**config.mk**
```make
export PLATFORM = sky130hd
export DESIGN_NAME = squelch_gate
export DESIGN_NICKNAME = d
export VERILOG_FILES = /design/src/rtl/sq_pkg.sv /design/src/rtl/sq_sync.sv /design/src/rtl/sq_control.sv /design/src/rtl/sq_datapath.sv /design/src/rtl/squelch_gate.sv
export SDC_FILE = /design/constraint.sdc
export NUM_CORES = 1
export LEC_CHECK = 0
export ABC_AREA = 1
export BUFFER_PORTS_ARGS = -buffer_cell sky130_fd_sc_hd__buf_2
export CORE_ASPECT_RATIO = 0.75
export CORE_UTILIZATION = 23
export DETAILED_ROUTE_END_ITERATION = 10
export SYNTH_ARGS = -nofsm -noshare
export SYNTH_HDL_FRONTEND = slang
export SYNTH_HIERARCHICAL = 1
export SYNTH_SLANG_ARGS = --single-unit
```
**constraint.sdc**
```tcl
create_clock -name clk -period 1.1 [get_ports clk]
set_input_delay 0.11 -clock clk [delete_from_list [all_inputs] [get_ports clk]]
set_output_delay 0.11 -clock clk [all_outputs]
set_load 0.01 [all_outputs]
```
**src/rtl/sq_pkg.sv**
```systemverilog
package sq_pkg;
  localparam int NUM_CH = 2;
  localparam int CH_RX  = 0;
  localparam int CH_COL = 1;

  typedef struct packed {
    logic openSq;
    logic closeSq;
  } sqStrobe_t;
endpackage

```
**src/rtl/sq_sync.sv**
```systemverilog
module sq_sync #(
  parameter int WIDTH = 6
) (
  input  logic             clk,
  input  logic             rstN,
  input  logic [WIDTH-1:0] din,
  output logic [WIDTH-1:0] dout
);
  logic [WIDTH-1:0] stage1;

  always_ff @(posedge clk or negedge rstN) begin
    if (!rstN) begin
      stage1 <= '0;
      dout   <= '0;
    end else begin
      stage1 <= din;
      dout   <= stage1;
    end
  end
endmodule

```
**src/rtl/sq_control.sv**
```systemverilog
module sq_control
  import sq_pkg::*;
(
  input  logic              squelchOpen,
  input  logic [NUM_CH-1:0] validNeg,
  input  logic [NUM_CH-1:0] longPos,
  output sqStrobe_t         strobe
);
  always_comb begin
    strobe = '0;
    if (!squelchOpen) strobe.openSq  = |validNeg;
    else              strobe.closeSq = |longPos;
  end
endmodule

```
**src/rtl/sq_datapath.sv**
```systemverilog
module sq_datapath
  import sq_pkg::*;
#(
  parameter int VALID_MIN = 5,
  parameter int EOF_MIN   = 32
) (
  input  logic              clk,
  input  logic              rstN,
  input  logic [NUM_CH-1:0] negS,
  input  logic [NUM_CH-1:0] posS,
  input  logic [NUM_CH-1:0] dataS,
  input  sqStrobe_t         strobe,
  output logic [NUM_CH-1:0] validNeg,
  output logic [NUM_CH-1:0] longPos,
  output logic              squelchOpen,
  output logic [NUM_CH-1:0] gated
);
  localparam int CNT_TOP = ((EOF_MIN > VALID_MIN) ? EOF_MIN : VALID_MIN) + 1;
  localparam int CNT_W   = $clog2(CNT_TOP + 1);
  localparam logic [CNT_W-1:0] NEG_HIT = CNT_W'(VALID_MIN);
  localparam logic [CNT_W-1:0] POS_HIT = CNT_W'(EOF_MIN);
  localparam logic [CNT_W-1:0] NEG_SAT = CNT_W'(VALID_MIN + 1);
  localparam logic [CNT_W-1:0] POS_SAT = CNT_W'(EOF_MIN + 1);

  for (genvar ch = 0; ch < NUM_CH; ch++) begin : g_ch
    logic [CNT_W-1:0] negCnt;
    logic [CNT_W-1:0] posCnt;

    always_ff @(posedge clk or negedge rstN) begin
      if (!rstN) begin
        negCnt <= '0;
        posCnt <= '0;
      end else begin
        if (!negS[ch])             negCnt <= '0;
        else if (negCnt != NEG_SAT) negCnt <= negCnt + 1'b1;
        if (!posS[ch])             posCnt <= '0;
        else if (posCnt != POS_SAT) posCnt <= posCnt + 1'b1;
      end
    end

    assign validNeg[ch] = negS[ch] && (negCnt == NEG_HIT);
    assign longPos[ch]  = posS[ch] && (posCnt == POS_HIT);

    // a width count never runs past its saturation point
    assert_neg_bound_R3: assert property (@(posedge clk) disable iff (!rstN)
      negCnt <= NEG_SAT);
    // end-of-frame counter is bounded likewise
    assert_pos_bound_R6: assert property (@(posedge clk) disable iff (!rstN)
      posCnt <= POS_SAT);
  end

  always_ff @(posedge clk or negedge rstN) begin
    if (!rstN)               squelchOpen <= 1'b0;
    else if (strobe.openSq)  squelchOpen <= 1'b1;
    else if (strobe.closeSq) squelchOpen <= 1'b0;
  end

  assign gated = dataS & {NUM_CH{squelchOpen}};

  // opening needs a qualified negative pulse on some pair
  assert_open_cause_R2: assert property (@(posedge clk) disable iff (!rstN)
    $rose(squelchOpen) |-> $past(|validNeg));
  // closing needs a long positive excursion on some pair
  assert_close_cause_R6: assert property (@(posedge clk) disable iff (!rstN)
    $fell(squelchOpen) |-> $past(|longPos));
  // without a qualified negative pulse a closed squelch stays closed
  assert_stay_closed_R4: assert property (@(posedge clk) disable iff (!rstN)
    (!squelchOpen && !(|validNeg)) |=> !squelchOpen);
  // without end of frame an open squelch stays open
  assert_stay_open_R9: assert property (@(posedge clk) disable iff (!rstN)
    (squelchOpen && !(|longPos)) |=> squelchOpen);
endmodule

```
**src/rtl/squelch_gate.sv**
```systemverilog
module squelch_gate
  import sq_pkg::*;
#(
  parameter int VALID_MIN = 5,
  parameter int EOF_MIN   = 32
) (
  input  logic clk,
  input  logic rstN,
  input  logic rxNegIn,
  input  logic rxPosIn,
  input  logic rxDataIn,
  input  logic colNegIn,
  input  logic colPosIn,
  input  logic colDataIn,
  output logic rxActive,
  output logic colActive,
  output logic rxGated,
  output logic colGated
);
  localparam int SYNC_W = 3 * NUM_CH;

  logic [SYNC_W-1:0] rawBus;
  logic [SYNC_W-1:0] syncBus;
  logic [NUM_CH-1:0] negS, posS, dataS;
  logic [NUM_CH-1:0] validNeg, longPos, gated;
  logic              squelchOpen;
  sqStrobe_t         strobe;

  assign rawBus = {colDataIn, rxDataIn, colPosIn, rxPosIn, colNegIn, rxNegIn};

  sq_sync #(.WIDTH(SYNC_W)) u_sync (
    .clk (clk),
    .rstN(rstN),
    .din (rawBus),
    .dout(syncBus)
  );

  assign negS  = syncBus[NUM_CH-1:0];
  assign posS  = syncBus[2*NUM_CH-1:NUM_CH];
  assign dataS = syncBus[3*NUM_CH-1:2*NUM_CH];

  sq_control u_control (
    .squelchOpen(squelchOpen),
    .validNeg   (validNeg),
    .longPos    (longPos),
    .strobe     (strobe)
  );

  sq_datapath #(.VALID_MIN(VALID_MIN), .EOF_MIN(EOF_MIN)) u_datapath (
    .clk        (clk),
    .rstN       (rstN),
    .negS       (negS),
    .posS       (posS),
    .dataS      (dataS),
    .strobe     (strobe),
    .validNeg   (validNeg),
    .longPos    (longPos),
    .squelchOpen(squelchOpen),
    .gated      (gated)
  );

  assign rxActive  = squelchOpen;
  assign colActive = squelchOpen;
  assign rxGated   = gated[CH_RX];
  assign colGated  = gated[CH_COL];

  // gated data never shows while the activity flag is low
  assert_gate_quiet_R8: assert property (@(posedge clk) disable iff (!rstN)
    !rxActive |-> !rxGated && !colGated);
endmodule

```
-- Word level (Yosys, flattened, before mapping)
Index checks and enable logic that the tools add are counted.
- register bits after elaboration: 37
- output and inout port bits: 4
- word-level logic and storage cells: 43
- $add $sub $neg: 4
- eq/ne operators: 12
- muxes and demuxes: 12
- bitwise logic cells: 1
- reduce and logical (&&, ||, !) cells: 7
- operators with widths (operator ; number):
    two-way mux 6 bit ; 8
    adder 6 x 1 -> 6 bit (second input constant) ; 4
    == test 6 x 3 -> 1 bit (second input constant) ; 2
    == test 6 bit (second input constant) ; 2
    != test 6 x 3 -> 1 bit (second input constant) ; 2
    != test 6 bit (second input constant) ; 2
    != test 2 x 1 -> 1 bit (second input constant) ; 4
    logical AND 1 bit ; 4
    two-way mux 1 bit ; 4
    OR reduction 2 bit ; 2
    bitwise AND 2 bit ; 1
    nonzero test 2 bit ; 1

-- Depth between registers and ports, before layout
- word-level depth: 6
- depth in mapped cells: 7
- gate-level depth less buffers: 7

-- Hierarchy
Netlist, hierarchy kept.
- modules (own cells, without submodules) (module ; instances ; cells an instance ; area each (um^2) ; sequential area each (um^2)):
    sq_datapath ; 1 ; 192 ; 1506.4 ; 625.6
    sq_sync ; 1 ; 12 ; 300.3 ; 300.3
    sq_control ; 1 ; 5 ; 18.8 ; 0.0
    squelch_gate ; 1 ; 1 ; 7.5 ; 0.0

-- Worst setup path after synthesis
Ideal clock, no wire load.
- kind: register -> register
- start: register u_datapath.g_ch[1].negCnt[1]
- end: register u_datapath.squelchOpen
- data arrival time: 0.979 ns
- path slack: -0.002 ns
- stages on the path, launching flop included: 8
- clock period less this slack: 1.102 ns
- path through: dfrtp_1 > inv_1 > ha_1 > nand3_1 > nor2_1 > nor2_1 > nor2_1 > o21bai_1
- RTL lines (item ; RTL line ; RTL):
    from (decl) ; sq_datapath.sv:26 ; logic [CNT_W-1:0] negCnt;
    from (signal assigned) ; sq_datapath.sv:35 ; else if (negCnt != NEG_SAT) negCnt <= negCnt + 1'b1;
    to (signal assigned) ; sq_datapath.sv:53 ; if (!rstN) squelchOpen <= 1'b0;
    to (signal assigned) ; sq_datapath.sv:54 ; else if (strobe.openSq) squelchOpen <= 1'b1;
    to (signal assigned) ; sq_datapath.sv:55 ; else if (strobe.closeSq) squelchOpen <= 1'b0;
    to (decl) ; sq_datapath.sv:15 ; output logic squelchOpen,

==> impl_metrics.csv <==
group,metric,value,unit
sta,hold_violations,0,
floorplanning,dieHeight,79.31,um
power,power.leakage,0.001271,uW
layout,layout_commonest_cell,"dfrtp_1",
global_route,top_usage_layer,"met2",
critical_path,critPathRequiredTime,1310,ps
route,drt_iter0_drc,41,
placement,placed_cell_area,2277,sq um
global_route,met3_usage,2.709,%
critical_path,critPathLaunch,"u_datapath/g_ch[0].negCnt[3]",
synth,yosysSeqAreaShare,50.51,%
critical_path,start_kind,"flop",
synth,synthTopCellsByArea,"dfrtp_1, nand3_1, ha_1, nor2_1, nand2_1",
layout,syn_to_final_growth,47.92,%
floorplanning,die_w,105.1,um
sta,min_period,1160,ps
sta,timing.final.ws_setup,-60.19,ps
clocking,numCtsBuffers,5,
run_status,violations,"negative setup slack",
critical_path,worstSetupPathType,"flop to flop",
sta,setup_tns,-126.4,ps
clocking,clkSinkCount,37,
global_route,use_met1,12.79,%
layout,fin_area,2711,sq um
synth,synth_area_leader_cell,"dfrtp_1",
global_route,grt_max_degree,38,
floorplanning,core_area,7533,sq um
clocking,cts-root-buf,"clkbuf_8",
layout,antenna_cells,0,
run_status,status,"finished with violations",
synth,post_synth.cell_area_avg,8.729,sq um
route,wl_per_cell,10.15,um
global_route,grt_remaining_overflow,0,
global_route,antenna_found_initial,0,
global_route,met2_usage,14.57,%
clocking,htreeDepth,2,
clocking,clk_latency,290,ps
synth,synthCells,210,
clocking,clk_path_buf_depth,2,
route,postRouteAntennaNets,0,
route,num_vias,1505,
sta,finalMaxSlewViolations,0,
critical_path,timing.rr.start,"u_datapath/g_ch[0].negCnt[3]",
synth,synth_cell_types,16,
critical_path,critical_path.max_fanout,4,
sta,relSlewSlack,85.16,%
power,power_density,1157,nW/um^2
synth,yosysWarningCount,6,
sta,tightestPinTransition,222.3,ps
critical_path,arrival,1370,ps
route,drc_errors,0,
global_route,grt_pass1_wl,6210,um
sta,fin_crit_sh,105.5,%
synth,syn_area,1833,sq um
sta,setup_viol,4,
placement,dp_hpwl,2511,um
clocking,clk_pin_slew_worst_paths,70,ps
route,vias_per_cell,3.992,
floorplanning,ioPinCount,12,
sta,final.setup_skew,5.865,ps
layout,drive_above_1_share,39.49,%
worst_hold_path,hold_path_class,"input port to asynchronous set/reset pin",
power,ir_worst_vdd,0.7059,mV
power,power.total,3137,uW
critical_path,cp-end-kind,"flop",
sta,fmax,861.9,MHz
route,dr.pass1.iters,4,
sta,rsz0062_at_grt,"true",
floorplanning,fp-row-count,27,
layout,nets,295,
synth,yosysTopAreaCellShare,50.51,%
layout,final_cell_mix,"dfrtp_1, buf_4, nand3_1",
placement,port_buffers,11,
floorplanning,start_util,24.33,%
floorplanning,dieArea,8334,sq um
global_route,grtUsageTotal,9.507,%
placement,gp_congestion,0.8378,
clocking,cts_tree,"yes",
flow_run,timing.max_cap.violations,0,
route,wl,3828,um
placement,place_ws,-97.39,ps
global_route,grt_pass1_vias,1418,
synth,synth_seq_cells,37,
synth,synthesis.nets,230,
[synthesized netlist by cell type]
master     n
nand2_1   32
nor2_2     5
nor2_1    33
nor3_1     1
a21oi_1    1
inv_2      2
buf_4      1
a21oi_2    1
inv_1     30
dfrtp_1   37
xor2_1     7
xnor2_1    3
ha_1      12
nand3_1   38
o21bai_1   5
nand3_2    2
[cells by family after synthesis]
family,synth area share (%)
and+or+nand+nor,26.76
buffers and inverters,6.963
AOI/OAI and AO/OA,2.799
xor gates and xnor gates,4.778
adders and majority gates,8.191
DFF,50.51
[state kept, by name, indices dropped and copies added (netlist names)]
name	cells
u_datapath/squelchOpen	1
u_datapath/g_ch.negCnt	12
u_datapath/g_ch.posCnt	12
u_sync/stage1	6
u_sync/dout	6
[per-stage QoR]
stage / cells / hold slack [ps] / utilization, %
floorplan: 210 / -185.6 / -
global placement: 355 / 92.87 / 30.23
detailed placement: 355 / 91.26 / 30.23
CTS: 376 / 311.0 / 33.53
global route: 377 / 335.3 / 35.99
finish: 377 / 310.9 / 35.99
[report_power, final]
part	switching [uW]	total, uW	internal (uW)
combinational	333	689	356
sequential	94.6	1540	1450
clock	469	908	439
total	897	3140	2240
[layer usage]
layer / part of all wire, % / vias up
met5: 0 / -
met4: 0 / 0
met3: 2.5 / 0
met2: 48 / 15
met1: 49 / 704
li1: - / 786
[critical path: stages, from the launching register on]
cell and delay, ps:
dfrtp_1 430, nor2_2 210, nand3_1 90, nor2_1 110, nor2_1 60, nor2_1 80, o21bai_1 100
[area by class of cell]
class	instances	area [sq um]
Timing Repair Buffer	59	474.2
Inverter	32	120.1
Clock inverter	2	10.01
Multi-Input combinational cell	140	979.7
Sequential cell	37	928.4
Tap cell	101	126.4
Clock buffer	6	72.57
Fill cell	751	4822
[timing repair]
action | CTS | global route
endpoints found under the hold margin | 43 | 0
setup buffers | 6 | 1
endpoints found under the setup margin | 12 | 26
resized for setup | 15 | 43
pin swaps | 9 | 17
hold buffers | 7 | 0
[path summary, 6_finish.rpt]
kind                            slack (ps)  cells past startpoint                      endpoint
worst max-delay path                   -60                      6        u_datapath/squelchOpen
worst min-delay path                   310                      3  u_datapath/g_ch[0].negCnt[4]
worst max register to register         -60                      6        u_datapath/squelchOpen
worst min register to register         350                      0                u_sync/dout[1]
max in group asynchronous              580                      3        u_datapath/squelchOpen
min in group clk                       350                      0                u_sync/dout[1]
Note: power is estimated with default switching activity, not from simulation.
